<file path="src/rtl/i2c_stuck_recover.sv">
module i2c_stuck_recover #(
  parameter int unsigned STUCK_CYCLES = 1_500_000,
  parameter int unsigned HALF_PERIOD  = 2941,
  parameter int unsigned IDLE_CYCLES  = 50,
  parameter int unsigned MAX_PULSES   = 16
) (
  input  logic clk,
  input  logic rst_n,
  input  logic bp_scl_i,
  input  logic bp_sda_i,
  input  logic cd_scl_i,
  input  logic cd_sda_i,
  input  logic en_i,
  input  logic disc_en_i,
  output logic connect_o,
  output logic cd_scl_pd_o,
  output logic cd_sda_pd_o,
  output logic fault_o
);

  localparam int SW = $clog2(STUCK_CYCLES + 1);
  localparam int HW = $clog2(HALF_PERIOD + 1);
  localparam int IW = $clog2(IDLE_CYCLES + 1);
  localparam int PW = $clog2(MAX_PULSES + 1);

  typedef enum logic [2:0] {
    S_WAIT, S_LINK, S_PLOW, S_PHIGH, S_SLOW, S_SHOLD, S_SFREE
  } state_t;

  state_t        state;
  logic [HW-1:0] hc;
  logic [PW-1:0] pc;
  logic          en_q;
  logic [1:0]    trip;
  logic [1:0]    rdy;

  wire       linked  = (state == S_LINK);
  wire       en_rise = en_i & ~en_q;
  wire [1:0] mon_lo  = {~cd_scl_i, ~cd_sda_i};
  wire [1:0] side_scl = {cd_scl_i, bp_scl_i};
  wire [1:0] side_sda = {cd_sda_i, bp_sda_i};

  for (genvar i = 0; i < 2; i++) begin : g_mon
    logic [SW-1:0] lo_cnt;
    always_ff @(posedge clk or negedge rst_n) begin
      if (!rst_n)                      lo_cnt <= '0;
      else if (!linked || !mon_lo[i])  lo_cnt <= '0;
      else if (lo_cnt != SW'(STUCK_CYCLES)) lo_cnt <= lo_cnt + 1'b1;
    end
    assign trip[i] = linked && mon_lo[i] && (lo_cnt == SW'(STUCK_CYCLES - 1));
  end

  for (genvar i = 0; i < 2; i++) begin : g_side
    logic [IW-1:0] idle_cnt;
    logic          scl_q, sda_q;
    wire both_hi  = side_scl[i] & side_sda[i];
    wire stop_hit = ~sda_q & side_sda[i] & scl_q & side_scl[i];
    wire idle_hit = both_hi && (idle_cnt == IW'(IDLE_CYCLES - 1));
    always_ff @(posedge clk or negedge rst_n) begin
      if (!rst_n) begin
        idle_cnt <= '0;
        scl_q    <= 1'b1;
        sda_q    <= 1'b1;
        rdy[i]   <= 1'b0;
      end else begin
        scl_q <= side_scl[i];
        sda_q <= side_sda[i];
        if (!both_hi)                              idle_cnt <= '0;
        else if (idle_cnt != IW'(IDLE_CYCLES - 1)) idle_cnt <= idle_cnt + 1'b1;
        if (state == S_WAIT && (stop_hit || idle_hit)) rdy[i] <= 1'b1;
      end
    end
  end

  always_ff @(posedge clk or negedge rst_n) begin
    if (!rst_n) begin
      state   <= S_WAIT;
      hc      <= '0;
      pc      <= '0;
      fault_o <= 1'b0;
      en_q    <= 1'b0;
    end else begin
      en_q <= en_i;
      case (state)
        S_WAIT: if (&rdy) state <= S_LINK;
        S_LINK: begin
          if (|trip) begin
            fault_o <= 1'b1;
            if (disc_en_i) begin
              state <= S_PLOW;
              hc    <= '0;
              pc    <= '0;
            end
          end else if (cd_scl_i && cd_sda_i) begin
            fault_o <= 1'b0;
          end
        end
        default: begin
          if (en_rise) begin
            state <= S_LINK;
            hc    <= '0;
          end else if (hc == HW'(HALF_PERIOD - 1)) begin
            hc <= '0;
            case (state)
              S_PLOW:  state <= S_PHIGH;
              S_PHIGH: begin
                if (cd_sda_i || pc == PW'(MAX_PULSES - 1)) state <= S_SLOW;
                else begin
                  state <= S_PLOW;
                  pc    <= pc + 1'b1;
                end
              end
              S_SLOW:  state <= S_SHOLD;
              S_SHOLD: state <= S_SFREE;
              default: state <= S_LINK;
            endcase
          end else begin
            hc <= hc + 1'b1;
          end
        end
      endcase
    end
  end

  assign connect_o   = linked;
  assign cd_scl_pd_o = (state == S_PLOW) || (state == S_SLOW);
  assign cd_sda_pd_o = (state == S_SLOW) || (state == S_SHOLD);

endmodule

</file>
<file path="config.mk">
export PLATFORM = sky130hd
export DESIGN_NAME = i2c_stuck_recover
export DESIGN_NICKNAME = d
export VERILOG_FILES = /design/src/rtl/i2c_stuck_recover.sv
export SDC_FILE = /design/constraint.sdc
export NUM_CORES = 1
export LEC_CHECK = 0
export ABC_AREA = 0
export BUFFER_PORTS_ARGS = -buffer_cell sky130_fd_sc_hd__buf_2
export CAP_MARGIN = 20
export CORE_ASPECT_RATIO = 0.75
export CORE_UTILIZATION = 61
export CTS_CLUSTER_DIAMETER = 80
export CTS_CLUSTER_SIZE = 10
export DETAILED_ROUTE_END_ITERATION = 7
export PLACE_DENSITY = 0.83
export SLEW_MARGIN = 20
export SYNTH_ARGS = -nofsm -noshare
export SYNTH_HDL_FRONTEND = slang
export SYNTH_SLANG_ARGS = --single-unit
</file>
<file path="constraint.sdc">
create_clock -name clk -period 2.4 [get_ports clk]
set_input_delay 0.36 -clock clk [delete_from_list [all_inputs] [get_ports clk]]
set_output_delay 0.36 -clock clk [all_outputs]
set_load 0.03 [all_outputs]
</file>
==> flow_summary.json <==
{
  "period_share_pct": 96.6,
  "reg2reg_to": "hc[5]$_DFFE_PN0P_",
  "multi_input_area_um2": 2170,
  "num_rows": 26,
  "setup_tns_ns": 0,
  "critical_path_class": "register to register",
  "cts_buffer_depth": 2,
  "slew_viol_final": 0,
  "netSwitchingFraction_pct": 31.2,
  "hold_viol_final": 0,
  "ios": 12,
  "hold_slack_ns": 0.0962,
  "p_comb_share_pct": 18.3,
  "synth.ff_latch_count": 82,
  "grt_pass1_vias": 3121,
  "die_h_um": 75.4,
  "synth_nets": 483,
  "syn_inst": 461,
  "numCtsBuffers": 9,
  "r2r_start": "g_mon[1].lo_cnt[11]$_DFFE_PN0P_",
  "layout_common_cells": "78 x dfrtp_1, 62 x nor2_1, 28 x xnor2_1",
  "critPathArrivalTime_ns": 2.58,
  "rsz0062_at_grt": "false",
  "hold_start": "bp_scl_i",
  "viasPerCell": 5.87,
  "clock_latency_ns": 0.38,
  "r2r_cells": 5,
  "p_leak_nw": 2.05,
  "fillerInstances": 531,
  "utilization_pct": 70.0,
  "setup-violations-final": 0,
  "worst_slack_ns": 0.0811,
  "vias": 3437,
  "fmax_mhz": 431,
  "antenna_found_initial": 0,
  "synth_enable_flop_cells": 0,
  "post-route-min-period_ns": 2.32,
  "status": "finished, final reports clean",
  "gp_congestion": 0.858,
  "register_area_um2": 2060,
  "path_clk_slew_ns": 0.09,
  "yosys_warnings": 0,
  "h-tree-depth": 3,
  "irDropWorstVdd_v": 0.000480,
  "p_sw_mw": 1.00,
  "diodes": 0,
  "synthArstFlopShare_pct": 100,
  "syn_area_um2": 4390,
  "synth_flop_cell": "dfrtp_1",
  "cts_root_buf": "clkbuf_8",
  "p_clk_share_pct": 32.1,
  "critPathMaxFanout": 6,
  "slew_headroom_pct": 56.5,
  "hold_class": "input port to register",
  "startpoint": "g_mon[1].lo_cnt[11]$_DFFE_PN0P_",
  "start_util_pct": 63.6,
  "min_path_cells": 1,
  "hpwl_mm": 6.22,
  "drc_errors": 0,
  "die_x_um": 99.9,
  "pre_cts_ws_ns": 0.0320,
  "clock_skew_ns": 0.0123,
  "maxCapViolCount": 0,
  "worst_setup_path_end_kind": "register",
  "postSynthAreaPerCell_um2": 9.52,
  "stdcell_count": 586,
  "worst_pin_slew_ns": 0.647,
  "finish.instance_area_um2": 4820,
  "fin_nets": 505,
  "dieArea_um2": 7540,
  "clock-sinks": 82,
  "p_seq_share_pct": 49.6,
  "dr.first_iter.drc_count": 207,
  "critPathRequiredTime_ns": 2.66,
  "synth_cell_types": 53,
  "seq_area_frac_synth_pct": 46.9,
  "place_inst": 569,
  "wl_per_cell_um": 15.0,
  "syn_to_final_growth_pct": 9.98,
  "overflow": 0,
  "numPortBuffers": 11,
  "intPower_mw": 2.21,
  "ant_nets": 0,
  "pwr_density_cell_nw_per_um2": 665,
  "power.total_mw": 3.21,
  "routed_wl_mm": 8.82,
  "cts_tree": "built",
  "grtUsageTotal_pct": 25.3,
  "grt_pass1_wl_mm": 14.6,
  "layout-drive-gt1-share_pct": 12.5,
  "setup.worst_path.start_class": "register",
  "dr.pass1.iters": 5,
  "core_um2": 6900,
  "regToRegSetupSlack_ns": 0.08,
  "cp-endpoint": "hc[5]$_DFFE_PN0P_",
  "grt_max_degree": 49,
  "dpl_cell_area_um2": 4610,
  "post_cts_buffers": 0,
  "final_common_cell": "dfrtp_1"
}
## layout make-up
type	count	area share (%)
Clock buffer	9	2.57
Clock inverter	7	1.58
Sequential cell	82	42.6
Multi-Input combinational cell	338	44.9
Inverter	27	2.10
Timing Repair Buffer	25	3.68
Tap cell	98	2.54
## Yosys cell counts, types with 10 or more instances
master	count	share of area, %
nor2_1	62	5.3
ha_1	14	4.0
or3_1	10	1.4
nand3_1	23	2.6
nand2_1	27	2.3
nor3_1	19	2.2
inv_1	26	2.2
and3_1	12	1.7
o21ai_0	19	2.2
xor2_1	15	3.0
nand4_1	12	1.7
nor4_1	10	1.4
a21oi_1	12	1.4
dfrtp_1	78	44
xnor2_1	28	5.6
## how the worst min path moves through the flow
stage                                            to  slack (ns)
global placement    g_mon[0].lo_cnt[13]$_DFFE_PN0P_        0.34
CTS                       g_side[0].scl_q$_DFF_PN1_        0.09
global route              g_side[0].scl_q$_DFF_PN1_        0.09
floorplan                            en_q$_DFF_PN0_        0.06
finish                    g_side[0].scl_q$_DFF_PN1_         0.1
detailed placement  g_mon[0].lo_cnt[13]$_DFFE_PN0P_        0.35
## power groups by stage
stage | logic, mW | registers, mW | clock network, mW
4_1_cts | 0.589 | 1.59 | 1.05
3_3_place_gp | 0.560 | 1.61 | 0
6_report | 0.587 | 1.59 | 1.03
3_5_place_dp | 0.585 | 1.61 | 0
2_1_floorplan | 0.421 | 1.59 | 0
5_1_grt | 0.658 | 1.61 | 1.09
## cells by family after synthesis
group	after synthesis	synth area share (%)
AND/OR/NAND/NOR	212	26.0
flip-flops	82	46.9
AO/OA/AOI/OAI	66	9.93
XOR/XNOR	43	8.59
buffers and inverters	41	3.94
adder cells (fa/ha/maj)	14	3.99
multiplexers	3	0.713
## critical path: stages, from the launching register on
cell,delay (ns)
dfrtp_1,0.40
or4b_2,0.71
nor4_4,0.35
a32oi_1,0.13
o21a_1,0.28
a211o_1,0.32
## per-layer routing
| layer | GRT usage, % | vias up | wire (um) |
|---|---|---|---|
| li1 | - | 1674 | - |
| met1 | 36.2 | 1670 | 4370 |
| met2 | 37.5 | 74 | 3860 |
| met3 | 7.25 | 19 | 403 |
| met4 | 8.50 | 0 | 190 |
| met5 | 0 | - | 0 |
## state kept, by name, indices dropped and copies added, names as in the netlist
name	flops
g_mon.lo_cnt	42
g_side.idle_cnt	12
hc	12
pc	5
state	3
g_side.scl_q	2
g_side.sda_q	2
rdy	2
en_q	1
fault_o	1
## repair_timing
action / 4_1_cts / 5_1_grt
endpoints found under the setup margin: 0 / 7
hold buffers: 1 / 0
gates resized for setup: 0 / 1
hold endpoints to repair: 34 / 0
Power figures use the tool's default switching activity.
